[src/rtl/banked_pic_pkg.sv]
package banked_pic_pkg;
  localparam int DATA_W = 32;
  localparam int ADDR_W = 10;

  // offset bits [7:4]: register group
  localparam logic [3:0] GRP_SCALAR = 4'd0;
  localparam logic [3:0] GRP_PEND   = 4'd1;
  localparam logic [3:0] GRP_FPEND  = 4'd2;
  localparam logic [3:0] GRP_SEL    = 4'd3;
  localparam logic [3:0] GRP_ENA    = 4'd4;
  localparam logic [3:0] GRP_MASK   = 4'd5;

  // offset bits [3:2] inside the scalar group
  localparam logic [1:0] SC_VEC  = 2'd0;
  localparam logic [1:0] SC_BASE = 2'd1;
  localparam logic [1:0] SC_PROT = 2'd2;
  localparam logic [1:0] SC_NMI  = 2'd3;

  typedef struct packed {
    logic [DATA_W-1:0] pend;
    logic [DATA_W-1:0] fpend;
    logic [DATA_W-1:0] sel;
    logic [DATA_W-1:0] ena;
    logic [DATA_W-1:0] mask;
  } bank_regs_t;
endpackage

[src/rtl/pic_addr_decode.sv]
module pic_addr_decode
  import banked_pic_pkg::*;
#(
  parameter int NUM_BANKS = 3
) (
  input  logic [ADDR_W-1:0] addr,
  output logic              hit,
  output logic [3:0]        grp,
  output logic [1:0]        idx
);
  logic aligned;
  logic in_low;
  logic banked;

  always_comb begin
    grp     = addr[7:4];
    idx     = addr[3:2];
    aligned = (addr[1:0] == 2'b00);
    in_low  = (addr[ADDR_W-1:8] == '0);
    banked  = (grp >= GRP_PEND) && (grp <= GRP_MASK);
    hit     = aligned && in_low &&
              ((grp == GRP_SCALAR) || (banked && (int'(idx) < NUM_BANKS)));
  end
endmodule

[src/rtl/pic_global_regs.sv]
module pic_global_regs
  import banked_pic_pkg::*;
(
  input  logic              clk,
  input  logic              rst_n,
  input  logic              we,
  input  logic [1:0]        idx,
  input  logic [DATA_W-1:0] wdata,
  output logic [DATA_W-1:0] vec_q,
  output logic [DATA_W-1:0] base_q,
  output logic [DATA_W-1:0] prot_q,
  output logic [DATA_W-1:0] nmi_q
);
  logic              vec_en, base_en, prot_en, nmi_en;
  logic [DATA_W-1:0] aligned_wdata;

  always_comb begin
    vec_en        = we && (idx == SC_VEC);
    base_en       = we && (idx == SC_BASE);
    prot_en       = we && (idx == SC_PROT);
    nmi_en        = we && (idx == SC_NMI);
    aligned_wdata = {wdata[DATA_W-1:2], 2'b00};
  end

  always_ff @(posedge clk or negedge rst_n) begin
    if (!rst_n) begin
      vec_q  <= '0;
      base_q <= '0;
      prot_q <= '0;
      nmi_q  <= '0;
    end else begin
      if (vec_en)  vec_q  <= aligned_wdata;
      if (base_en) base_q <= aligned_wdata;
      if (prot_en) prot_q <= wdata;
      if (nmi_en)  nmi_q  <= wdata;
    end
  end
endmodule

[src/rtl/pic_bank.sv]
module pic_bank
  import banked_pic_pkg::*;
(
  input  logic              clk,
  input  logic              rst_n,
  input  logic [DATA_W-1:0] src,
  input  logic              we,
  input  logic [3:0]        grp,
  input  logic [DATA_W-1:0] wdata,
  output bank_regs_t        regs,
  output logic              irq_any,
  output logic              fiq_any
);
  logic [DATA_W-1:0] pend_q, pend_d;
  logic [DATA_W-1:0] fpend_q, fpend_d;
  logic [DATA_W-1:0] sel_q, ena_q, mask_q;
  logic              pend_clr, fpend_clr, sel_en, ena_en, mask_en;
  logic [DATA_W-1:0] live;

  always_comb begin
    pend_clr  = we && (grp == GRP_PEND);
    fpend_clr = we && (grp == GRP_FPEND);
    sel_en    = we && (grp == GRP_SEL);
    ena_en    = we && (grp == GRP_ENA);
    mask_en   = we && (grp == GRP_MASK);
    // a level still present re-sets its bit even while it is cleared
    pend_d    = (pend_clr ? (pend_q & ~wdata) : pend_q) | src;
    fpend_d   = fpend_clr ? (fpend_q & ~wdata) : fpend_q;
  end

  always_ff @(posedge clk or negedge rst_n) begin
    if (!rst_n) begin
      pend_q  <= '0;
      fpend_q <= '0;
      sel_q   <= '0;
      ena_q   <= '0;
      mask_q  <= '0;
    end else begin
      pend_q  <= pend_d;
      fpend_q <= fpend_d;
      if (sel_en)  sel_q  <= wdata;
      if (ena_en)  ena_q  <= wdata;
      if (mask_en) mask_q <= wdata;
    end
  end

  always_comb begin
    live       = pend_q & ~mask_q;
    irq_any    = |live;
    fiq_any    = |(live & sel_q);
    regs.pend  = pend_q;
    regs.fpend = fpend_q;
    regs.sel   = sel_q;
    regs.ena   = ena_q;
    regs.mask  = mask_q;
  end

  // without a clearing write, no pending bit drops
  p_pend_sticky_r3: assert property (@(posedge clk) disable iff (!rst_n)
    !pend_clr |=> ((pend_q & $past(pend_q)) == $past(pend_q)));

  // every source seen high is latched on that edge
  p_src_capture_r2: assert property (@(posedge clk) disable iff (!rst_n)
    (|src) |=> ((pend_q & $past(src)) == $past(src)));
endmodule

[src/rtl/pic_out_stage.sv]
module pic_out_stage #(
  parameter int NUM_BANKS = 3
) (
  input  logic                 clk,
  input  logic                 rst_n,
  input  logic [NUM_BANKS-1:0] irq_vec,
  input  logic [NUM_BANKS-1:0] fiq_vec,
  output logic                 irq_q,
  output logic                 fiq_q
);
  logic irq_d, fiq_d;

  always_comb begin
    irq_d = |irq_vec;
    fiq_d = |fiq_vec;
  end

  always_ff @(posedge clk or negedge rst_n) begin
    if (!rst_n) begin
      irq_q <= 1'b0;
      fiq_q <= 1'b0;
    end else begin
      irq_q <= irq_d;
      fiq_q <= fiq_d;
    end
  end

  // a rise of the request needs a bank asserting in the prior cycle
  p_irq_rise_src_r5: assert property (@(posedge clk) disable iff (!rst_n)
    $rose(irq_q) |-> $past(|irq_vec));

  // same for the fast request
  p_fiq_rise_src_r6: assert property (@(posedge clk) disable iff (!rst_n)
    $rose(fiq_q) |-> $past(|fiq_vec));
endmodule

[src/rtl/banked_irq_ctrl.sv]
module banked_irq_ctrl
  import banked_pic_pkg::*;
#(
  parameter int NUM_BANKS = 3,
  localparam int NUM_SRC  = NUM_BANKS * DATA_W
) (
  input  logic               clk,
  input  logic               rst_n,
  input  logic [NUM_SRC-1:0] irq_src,
  input  logic               bus_wr,
  input  logic [ADDR_W-1:0]  bus_addr,
  input  logic [DATA_W-1:0]  bus_wdata,
  output logic [DATA_W-1:0]  bus_rdata,
  output logic               irq_o,
  output logic               fiq_o
);
  logic                 hit;
  logic [3:0]           grp;
  logic [1:0]           idx;
  logic                 scalar_we;
  logic [DATA_W-1:0]    vec_q, base_q, prot_q, nmi_q;
  bank_regs_t           bank_q [NUM_BANKS];
  logic [NUM_BANKS-1:0] irq_vec, fiq_vec;

  pic_addr_decode #(.NUM_BANKS(NUM_BANKS)) i_dec (
    .addr(bus_addr), .hit(hit), .grp(grp), .idx(idx)
  );

  always_comb scalar_we = bus_wr && hit && (grp == GRP_SCALAR);

  pic_global_regs i_glob (
    .clk(clk), .rst_n(rst_n), .we(scalar_we), .idx(idx), .wdata(bus_wdata),
    .vec_q(vec_q), .base_q(base_q), .prot_q(prot_q), .nmi_q(nmi_q)
  );

  for (genvar b = 0; b < NUM_BANKS; b++) begin : g_bank
    logic bank_we;
    always_comb bank_we = bus_wr && hit && (grp != GRP_SCALAR) && (int'(idx) == b);

    pic_bank i_bank (
      .clk(clk), .rst_n(rst_n),
      .src(irq_src[b*DATA_W +: DATA_W]),
      .we(bank_we), .grp(grp), .wdata(bus_wdata),
      .regs(bank_q[b]), .irq_any(irq_vec[b]), .fiq_any(fiq_vec[b])
    );
  end

  pic_out_stage #(.NUM_BANKS(NUM_BANKS)) i_out (
    .clk(clk), .rst_n(rst_n), .irq_vec(irq_vec), .fiq_vec(fiq_vec),
    .irq_q(irq_o), .fiq_q(fiq_o)
  );

  always_comb begin
    bus_rdata = '0;
    if (hit) begin
      unique case (grp)
        GRP_SCALAR: begin
          unique case (idx)
            SC_VEC:  bus_rdata = vec_q;
            SC_BASE: bus_rdata = base_q;
            SC_PROT: bus_rdata = prot_q;
            default: bus_rdata = nmi_q;
          endcase
        end
        GRP_PEND:  bus_rdata = bank_q[idx].pend;
        GRP_FPEND: bus_rdata = bank_q[idx].fpend;
        GRP_SEL:   bus_rdata = bank_q[idx].sel;
        GRP_ENA:   bus_rdata = bank_q[idx].ena;
        default:   bus_rdata = bank_q[idx].mask;
      endcase
    end
  end

  // the fast request implies the normal one
  p_fiq_needs_irq_r6: assert property (@(posedge clk) disable iff (!rst_n)
    fiq_o |-> irq_o);

  // misaligned or high offsets read zero
  p_unmapped_rd_r10: assert property (@(posedge clk) disable iff (!rst_n)
    ((bus_addr[1:0] != 2'b00) || (bus_addr[ADDR_W-1:7] != '0)) |-> (bus_rdata == '0));

  // vector and base never show low address bits
  p_vec_align_r8: assert property (@(posedge clk) disable iff (!rst_n)
    ((bus_addr == 10'h000) || (bus_addr == 10'h004)) |-> (bus_rdata[1:0] == 2'b00));
endmodule

[config.mk]
export PLATFORM = sky130hd
export DESIGN_NAME = banked_irq_ctrl
export DESIGN_NICKNAME = d
export VERILOG_FILES = /design/src/rtl/banked_pic_pkg.sv /design/src/rtl/pic_addr_decode.sv /design/src/rtl/pic_global_regs.sv /design/src/rtl/pic_bank.sv /design/src/rtl/pic_out_stage.sv /design/src/rtl/banked_irq_ctrl.sv
export SDC_FILE = /design/constraint.sdc
export NUM_CORES = 1
export LEC_CHECK = 0
export BUFFER_PORTS_ARGS = -buffer_cell sky130_fd_sc_hd__buf_2
export CAP_MARGIN = 20
export CORE_MARGIN = 5
export CORE_UTILIZATION = 60
export DETAILED_ROUTE_END_ITERATION = 10
export PLACE_DENSITY = 0.79
export RECOVER_POWER = 100
export SLEW_MARGIN = 10
export SYNTH_ARGS = -nofsm -noshare
export SYNTH_HDL_FRONTEND = slang
export SYNTH_SLANG_ARGS = --single-unit
[constraint.sdc]
create_clock -name clk -period 4.84 [get_ports clk]
set_clock_uncertainty 0.05 [all_clocks]
set_input_delay 0.242 -clock clk [delete_from_list [all_inputs] [get_ports clk]]
set_output_delay 0.242 -clock clk [all_outputs]
set_load 0.02 [all_outputs]
==> results of run 1 <==
## worst max-delay path by stage
stage | startpoint | cells after the start | end | slack (ns)
global placement | bus_addr[3] | 7 | g_bank[2].i_bank.sel_q[18] | 0.85
CTS | bus_addr[3] | 7 | g_bank[2].i_bank.sel_q[9] | 1.39
floorplan | bus_addr[4] | 5 | bus_rdata[16] | 2.71
global route | bus_addr[2] | 9 | bus_rdata[30] | 0.67
finish | bus_addr[2] | 9 | bus_rdata[30] | 0.77
detailed placement | bus_addr[3] | 7 | g_bank[2].i_bank.sel_q[12] | 0.78
## synthesized netlist by cell type, drive strengths merged, types with 5 or more instances
master	number
a31oi	20
a22o	11
mux4	30
o21ai	153
mux2i	160
a2111oi	16
a22oi	73
nand4	21
nor2	9
nor3	6
buf	103
clkbuf	106
dfrtp	606
a21o	96
inv	26
mux2	414
a221oi	15
nand3b	33
a21oi	26
and3	5
a222oi	5
nand3	16
o2bb2ai	21
nand2	248
nor2b	70
a21boi	96
nor4	11
## critical path, stage by stage
cell and delay, ns:
buf_8 0.40, buf_12 0.67, nor2b_1 0.27, clkbuf_2 0.74, o2bb2ai_1 0.43, a22o_1 0.30, a21oi_1 0.20, a21oi_1 0.15
clkbuf_1 0.20
## sequential cells by signal (all words and copies together) (netlist names)
signal	cells
g_bank.i_bank.ena_q	96
g_bank.i_bank.fpend_q	96
g_bank.i_bank.mask_q	96
g_bank.i_bank.pend_q	96
g_bank.i_bank.sel_q	96
i_glob.nmi_q	32
i_glob.prot_q	32
i_glob.base_q	30
i_glob.vec_q	30
i_out.fiq_q	1
i_out.irq_q	1
## through the flow
| stage | utilization | hold WS, ns |
|---|---|---|
| after floorplan | - | -0.104 |
| after global placement | 0.636 | 0.345 |
| after detailed placement | 0.636 | 0.354 |
| after CTS | 0.717 | 0.0287 |
| after global routing | 0.713 | 0.0675 |
| final | 0.713 | 0.0925 |
## power breakdown
part	switching [W]	total [W]	internal (W)
Sequential	0.0000149	0.00510	0.00509
Combinational	0.000407	0.000617	0.000210
Clock	0.00204	0.00482	0.00278
Total	0.00246	0.0105	0.00808
## cell type report
| class | count | area, um^2 | area share |
|---|---|---|---|
| Clock inverter | 18 | 176 | 0.00517 |
| Inverter | 26 | 97.6 | 0.00286 |
| Multi-Input combinational cell | 1583 | 12900 | 0.377 |
| Clock buffer | 94 | 1850 | 0.0543 |
| Timing Repair Buffer | 409 | 3180 | 0.0933 |
| Tap cell | 615 | 769 | 0.0225 |
| Antenna cell | 2 | 5.00 | 0.000147 |
| Sequential cell | 606 | 15200 | 0.444 |
## layer usage
layer  wire length [um]  track usage  vias to the layer above  share of wire
li1                   -            -                     9286              -
met1              37800        0.497                    11400           0.40
met2              44500        0.561                     1244           0.47
met3               9550       0.0792                      244           0.10
met4               3480        0.116                        2          0.036
met5                 19            0                        -        0.00020
## cells by family (layout without fill, tap and decap cells)
family / Yosys count / after routing
AO/OA/AOI/OAI: 541 / 541
AND/OR/NAND/NOR: 438 / 438
buffers and inverters: 235 / 547
flip-flops: 606 / 606
multiplexers: 604 / 604
other: 0 / 2
==> impl_results.md, run 1 <==
* Status: finished with violations
* Failing checks: max-capacitance violations, max-slew violations
* Filler cells at about 3200
* Yosys cell types at a little under 60
* # hold bufs at CTS at 184
* Warnings, synthesis at 0
* Initial antenna violation count at 4
* Vias in the first global route at roughly 23000
* Slew Limit Fails at approximately 150
* Most frequent cells in the layout: 606 x dfrtp_1, 373 x mux2_1, 248 x nand2_1, 184 x dlygate4sd3_1, 160 x mux2i_1
* Tcrit/Tclk final at 0.841
* Final net count at 2828
* WL per Instance at 28.4 um
* Critical Path Start Type: input pin
* Area grow syn2layout at 17.2%
* CTS Root Cell: clkbuf_16
* #FFs+latches synth at 606
* Synth Area in Compound Gates at 0.128
* Leading cell type in the layout, fill and taps excluded: dfrtp_1
* Die X-Extent at about 230 um
* Sequential-to-total area share from yosys stat at 0.521
* Final antenna-violating net count at 0
* Post-place setup slack at 0.783 ns
* Post-synthesis mux area share at 0.238
* Hold path endpoint: g_bank[2].i_bank.pend_q[10]
* Dpl hpwl at 60400 um
* Syn_nets at ~2600
* Worst R2R Path Depth at 5
* Clk Latency, worst-skew pair at 0.64 ns
* Worst hold-check path type: in2reg
* CP Class: in2out
* Num CTS Buffers at 61
* Power Density at between 300 and 400 mW/mm^2
* Fin worst setup slack at roughly 0.77 ns
* Post-route cell area at around 0.034 mm^2
* Post-CTS setup repair buffer count at 0
* FMAX at ~250 MHz
* Chip height at 230 um
* DRT Pass-1 Iters at 6
* # port buffers at around 170
* Setup violators final at 0
* Largest net degree at the start of global routing at 150
* Synth Area in Adders at 0
* Post_cts resized at 0
* CTS tree: yes
* Die ar. at 0.0530 mm^2
* Leak pwr at 15.7 nW
* R2r setup slk at about 2.0 ns
* Gp weighted congestion at 1.01
* Worst IR drop on VDD at 0.309 mV
* Top cells by area, synth: dfrtp_1 52%, mux2_1 14%, mux2i_1 5.5%
* Slew @ Worst Pin at 3.10 ns
* Core Rows at 80
* GRT overflow at 0
* DR vias/cell at 6.61
* Worst Hold Launch: bus_wdata[10]
* Period minus WS final at 4.07 ns
* Async S/R FF share, synth at 1.00
* Ports at 175
* CP arrival at 3.78 ns
* Share of post-route cells with drive strength above 1 at 0.136
* CP max FO at 102
* Post-Layout Cell Count at 3353
* Gate Count Post-Synth at 2424
* Clk slew on worst S/H paths at around 0.060 ns
* Main combinational cell family by area after synthesis: multiplexers
* Area share of xor/xnor cells in the synthesized design at 0
* Yosys top cell area share at 0.521
* WL final at 95300 um
* Synthesized area at 0.0291 mm^2
* Hold Vio Cnt, Final at 0
* Vias post-DR at around 22000
* Syn Area/Cell at 12.0 um^2
* H-tree depth at 2
* Ys flop type: dfrtp_1
* Iter 0 DRT Violations at 2816
* Placed cells at 3053
* Unrepaired setup endpoints after global routing: no
* Simple-gate portion of the synthesized area at 0.0766
* Total track usage at 0.356
* Core Region at 0.0478 mm^2
* Longest Clk Path Bufs at 3
* Max-slew headroom at -1.07
* Area after DPL at 0.0304 mm^2
* EDFF count, synth at 0
* Maxcap violations at 3
* Starting Density at 0.609
* WHS Path Cells at 3
* Setup TNS Final at 0 ns
* Req. time, crit path at about 4.6 ns
* Worst r2r src: g_bank[1].i_bank.pend_q[13]
* Reg2reg end: i_out.irq_q
* Worst Setup End Kind: primary output
* Largest area contributor in the netlist: dfrtp_1
* Residual DRC at 0
* Clock sink count at 606
* Tot Pwr at 0.0105 W
* First-pass GRT wire length at 144000 um
(Power assumes the default switching activity.)
==> run 2: changes to the inputs <==
--- a/config.mk
+++ b/config.mk
@@ -8,9 +8,9 @@
 export BUFFER_PORTS_ARGS = -buffer_cell sky130_fd_sc_hd__buf_2
 export CAP_MARGIN = 20
 export CORE_MARGIN = 5
-export CORE_UTILIZATION = 60
+export CORE_UTILIZATION = 55
 export DETAILED_ROUTE_END_ITERATION = 10
-export PLACE_DENSITY = 0.79
+export PLACE_DENSITY = 0.76
 export RECOVER_POWER = 100
 export SLEW_MARGIN = 10
 export SYNTH_ARGS = -nofsm -noshare
==> constraint.sdc (replaced) <==
create_clock -name clk -period 3.6 [get_ports clk]
set_clock_uncertainty 0.05 [all_clocks]
set_input_delay 0.18 -clock clk [delete_from_list [all_inputs] [get_ports clk]]
set_output_delay 0.18 -clock clk [all_outputs]
set_load 0.02 [all_outputs]
==> impl_results.md, run 2 (synthesis gave the netlist of run 1 again) <==
* Register Area at 0.0152 mm^2
* Switching share of power at 0.230
* Dpl hpwl at 60300 um
* # hold bufs at CTS at approximately 220
* CTS tree: yes
* Setup TNS Final at 0 ns
* GRT overflow at 0
* CP max FO at 20
* Residual DRC at 0
* H-tree depth at 3
* Failing checks: max-capacitance violations, max-slew violations
* Req. time, crit path at 3.97 ns
* Final antenna-violating net count at 0
* Chip height at 240 um
* Vias post-DR at about 22000
* Power Density at 424 mW/mm^2
* Slew Limit Fails at 168
* WL final at approximately 95000 um
* WL per Instance at 27.5 um
* Cell internal pwr at 0.0114 W
* Clock network fraction of total power at 0.478
* Slew @ Worst Pin at 1.89 ns
* Leak pwr at 15.9 nW
* Seq pwr share at 0.464
* CP arrival at around 3.5 ns
* Multi-input logic area at 0.0129 mm^2
* Vias in the first global route at 23200
* CP peak stage delay at 1.05 ns
* Share of post-route cells with drive strength above 1 at 0.140
* Leading cell type in the layout, fill and taps excluded: dfrtp_1
* Unrepaired setup endpoints after global routing: no
* Period minus WS final at 3.17 ns
* Iter 0 DRT Violations at 2357
* Status: finished with violations
* FMAX at 315 MHz
* Gp weighted congestion at 0.981
* Die ar. at 0.0577 mm^2
* Total track usage at 0.330
* Die X-Extent at 240 um
* Filler cells at 3790
* Tot Pwr at roughly 0.015 W
* Tcrit/Tclk final at 0.881
* Largest net degree at the start of global routing at 101
* Setup violators final at 0
* Longest Clk Path Bufs at 3
* Maxcap violations at 3
* Post-CTS setup repair buffer count at 0
* Worst hold-check path type: in2reg
* Worst path slowest cell: nor2_1
* Core Rows at 84
* Hold Vio Cnt, Final at 0
* Starting Density at 0.554
* Post_cts resized at 0
* Clk Latency, worst-skew pair at 0.62 ns
* P_sw at 0.00340 W
* Worst Setup End Kind: flop
* Most frequent cells in the layout: 606 x dfrtp_1, 373 x mux2_1, 248 x nand2_1, 218 x dlygate4sd3_1, 160 x mux2i_1
* Area grow syn2layout at 19.7%
* Ports at 175
* DR vias/cell at ~6.4
* Final net count at 2872
* Worst-path cell chain: buf_2 > nor3_1 > nand2_1 > nor2_1 > buf_4 > and3_1 > clkbuf_1 > a21boi_0
* Clk slew on worst S/H paths at 0.06 ns
* Max-slew headroom at -0.261
* DRT Pass-1 Iters at 6
* Num CTS Buffers at between 60 and 70
* Final Util at 0.664
* Initial antenna violation count at 1
* Core Region at 0.0526 mm^2
* Comb power frac at 0.057
* First-pass GRT wire length at around 140000 um
* CP Class: in2reg
* Critical Path Start Type: input pin
* Worst IR drop on VDD at ~0.38 mV
* CTS Root Cell: clkbuf_16
* # port buffers at 174
* Clock sink count at approximately 600
==> run 2: changes by cell type in the layout (fill, tap and decap cells not counted), sizes merged <==
cell         change
dlygate4sd3     +34
clkbuf          +11
buf              -7
bufinv           +4
clkinv           +2
clkinvlp         +1
diode            -1
==> run 2: path summary, 6_finish.rpt <==
path                                        startpoint                            to  slack (ns)  depth (start not counted)
min in group asynchronous                        rst_n              i_glob.prot_q[0]        0.18                          2
min                                        bus_addr[3]             i_glob.base_q[16]        0.09                          4
max                                        bus_addr[1]  g_bank[1].i_bank.fpend_q[15]        0.43                          8
max in group asynchronous                        rst_n              i_glob.nmi_q[20]        0.89                          3
max reg2reg                g_bank[0].i_bank.pend_q[13]                   i_out.fiq_q        1.09                          5
min reg2reg                           i_glob.nmi_q[12]              i_glob.nmi_q[12]        0.43                          1
==> run 2: cell type report <==
| cell class | count | share of cell area |
|---|---|---|
| antenna | 1 | 0.0000718 |
| tap | 688 | 0.0247 |
| clock inverter | 25 | 0.00900 |
| timing repair buffer | 448 | 0.102 |
| clock buffer | 93 | 0.0552 |
| multi-input combinational | 1583 | 0.371 |
| sequential | 606 | 0.435 |
| inverter | 26 | 0.00280 |
==> run 2: critical path, delay by kind of cell <==
| kind | cells | cell delay (ns) |
|---|---|---|
| buffers and inverters | 3 | 1.41 |
| AND/OR/NAND/NOR | 4 | 1.70 |
| AO/OA/AOI/OAI | 1 | 0.23 |
==> run 2: power by group through the flow <==
stage / registers, W / clock network [W] / logic [W]
5_1_grt: 0.00686 / 0.00738 / 0.000906
6_report: 0.00686 / 0.00707 / 0.000847
3_5_place_dp: 0.00698 / 0 / 0.000734
3_3_place_gp: 0.00698 / 0 / 0.000718
4_1_cts: 0.00686 / 0.00711 / 0.000845
2_1_floorplan: 0.00698 / 0 / 0.000340
==> run 2: stage by stage <==
stage / area, um^2 / hold slack, ns / cells / setup slack (ns)
detailed placement: 30700 / 0.287 / 3133 / 0.363
CTS: 35100 / 0.0650 / 3469 / 0.819
global placement: 30700 / 0.254 / 3133 / 0.514
floorplan: 29100 / -0.166 / 2424 / 1.59
global route: 34900 / 0.108 / 3470 / 0.382
finish: 34900 / 0.0892 / 3470 / 0.428
==> run 2: routing by layer <==
metal | up-vias | part of all wire | track usage
met5 | - | 0 | 0
met4 | 0 | 0.038 | 0.116
met3 | 240 | 0.089 | 0.0788
met2 | 1118 | 0.47 | 0.517
met1 | 11500 | 0.40 | 0.457
li1 | 9398 | - | -
==> run 3: changes to the inputs <==
--- a/config.mk
+++ b/config.mk
@@ -9,6 +9,7 @@
 export CAP_MARGIN = 20
 export CORE_MARGIN = 5
 export CORE_UTILIZATION = 55
+export CTS_BUF_LIST = sky130_fd_sc_hd__clkbuf_16
 export DETAILED_ROUTE_END_ITERATION = 10
 export PLACE_DENSITY = 0.76
 export RECOVER_POWER = 100
==> impl_results.md, run 3 (synthesis gave the netlist of run 1 again) <==
* Status: finished with violations
* Failing checks: max-capacitance violations, max-slew violations
* Req. time, crit path at 3.97 ns
* DRT Pass-1 Iters at 5
* Hold Vio Cnt, Final at 0
* Most frequent cells in the layout: 606 x dfrtp_1, 373 x mux2_1, 248 x nand2_1, 218 x dlygate4sd3_1, 160 x mux2i_1
* WL final at 95400 um
* GRT overflow at 0
* Clk slew on worst S/H paths at roughly 0.060 ns
* Worst Setup End Kind: flop
* Tot Pwr at 0.0145 W
* Final net count at 2872
* Unrepaired setup endpoints after global routing: no
* Post-Layout Cell Count at 3470
* Post_cts resized at 0
* Initial antenna violation count at 2
* WL per Instance at between 20 and 30 um
* Gp weighted congestion at approximately 0.98
* Ports at 175
* Largest net degree at the start of global routing at 101
* CP peak stage delay at 1.05 ns
* Clock sink count at 606
* Dpl hpwl at ~60000 um
* Vias in the first global route at 23200
* FMAX at around 310 MHz
* Post-route cell area at roughly 0.035 mm^2
* Core Rows at 84
* Placed cells at approximately 3100
* Core Region at ~0.053 mm^2
* Setup violators final at 0
* Worst IR drop on VDD at 0.381 mV
* Critical Path Start Type: input pin
* Period minus WS final at ~3.3 ns
* First-pass GRT wire length at 144000 um
* Area grow syn2layout at 19.4%
* CP arrival at 3.62 ns
* Worst hold-check path type: in2reg
* Max-slew headroom at -0.281
* Worst path slowest cell: nor2_1
* CTS tree: yes
* Leak pwr at 15.9 nW
* Slew Limit Fails at 149
* CTS Root Cell: clkbuf_16
* Longest Clk Path Bufs at 3
* Die X-Extent at 240 um
* Clk Latency, worst-skew pair at 0.61 ns
* CP Class: in2reg
* Vias post-DR at 22300
* Leading cell type in the layout, fill and taps excluded: dfrtp_1
* Maxcap violations at 2
* # port buffers at 174
* CP max FO at 20
* Residual DRC at 0
* Tcrit/Tclk final at 0.903
* Iter 0 DRT Violations at 2237
* Starting Density at 0.554
* Final Util at 0.662
* Power Density at 417 mW/mm^2
* Worst-path cell chain: buf_2 > nor3_1 > nand2_1 > nor2_1 > buf_4 > and3_1 > clkbuf_1 > a21boi_1
* H-tree depth at 3
* Die ar. at 0.0577 mm^2
* Slew @ Worst Pin at 1.92 ns
* Share of post-route cells with drive strength above 1 at 0.136
* Num CTS Buffers at 66
* Final antenna-violating net count at 0
* Chip height at 240 um
* DR vias/cell at 6.43
* Setup TNS Final at 0 ns
* Area after DPL at a little over 0.03 mm^2
* Total track usage at 0.331
==> run 3: path summary, 6_finish.rpt <==
| path | start | to | slack (ns) | cells after the start |
|---|---|---|---|---|
| min in group asynchronous | rst_n | i_glob.prot_q[0] | 0.14 | 2 |
| max | bus_addr[1] | g_bank[2].i_bank.fpend_q[27] | 0.35 | 8 |
| min | bus_addr[3] | i_glob.base_q[16] | 0.09 | 4 |
| max in group asynchronous | rst_n | i_glob.nmi_q[20] | 0.87 | 3 |
| max reg2reg | g_bank[0].i_bank.pend_q[23] | i_out.irq_q | 1.08 | 5 |
| min reg2reg | i_glob.nmi_q[12] | i_glob.nmi_q[12] | 0.43 | 1 |
==> run 3: repair_timing <==
item | 4_1_cts | 5_1_grt
hold buffers | 218 | 0
hold endpoints to repair | 401 | 0
setup buffers | 0 | 0
==> run 3: layout make-up <==
| class | count | area [um^2] |
|---|---|---|
| diodes | 1 | 2.50 |
| clock buffers | 69 | 1730 |
| clock inverters | 49 | 404 |
| fillers | 3800 | 17800 |
| inverters | 26 | 97.6 |
| multi-input cells | 1583 | 12900 |
| flip-flops and latches | 606 | 15200 |
| well taps | 688 | 861 |
| repair buffers | 448 | 3560 |
==> run 3: report_power, final <==
group	switching, W	total, W	leakage [nW]	internal, W
Combinational	0.000556	0.000848	6.85	0.000291
Sequential	0.0000199	0.00686	7.96	0.00684
Clock	0.00281	0.00678	1.10	0.00397
Total	0.00339	0.0145	15.9	0.0111
==> run 3: per-stage QoR <==
stage | setup WS (ns) | hold slack (ns)
2_1_floorplan | 1.59 | -0.166
3_3_place_gp | 0.514 | 0.254
3_5_place_dp | 0.363 | 0.287
4_1_cts | 0.819 | 0.0650
5_1_grt | 0.382 | 0.108
6_report | 0.348 | 0.0943
==> run 3: routing by layer <==
layer | share of wire | global-route usage | vias up
li1 | - | - | 9382
met1 | 0.40 | 0.458 | 11500
met2 | 0.47 | 0.517 | 1154
met3 | 0.088 | 0.0785 | 262
met4 | 0.040 | 0.117 | 2
met5 | 0.00012 | 0 | -
==> run 3: critical path: cells and delay by family <==
kind                   cells  cell delay (ns)
AOI/OAI and AO/OA          1             0.19
buffers and inverters      3             1.52
and+or+nand+nor            4             1.69
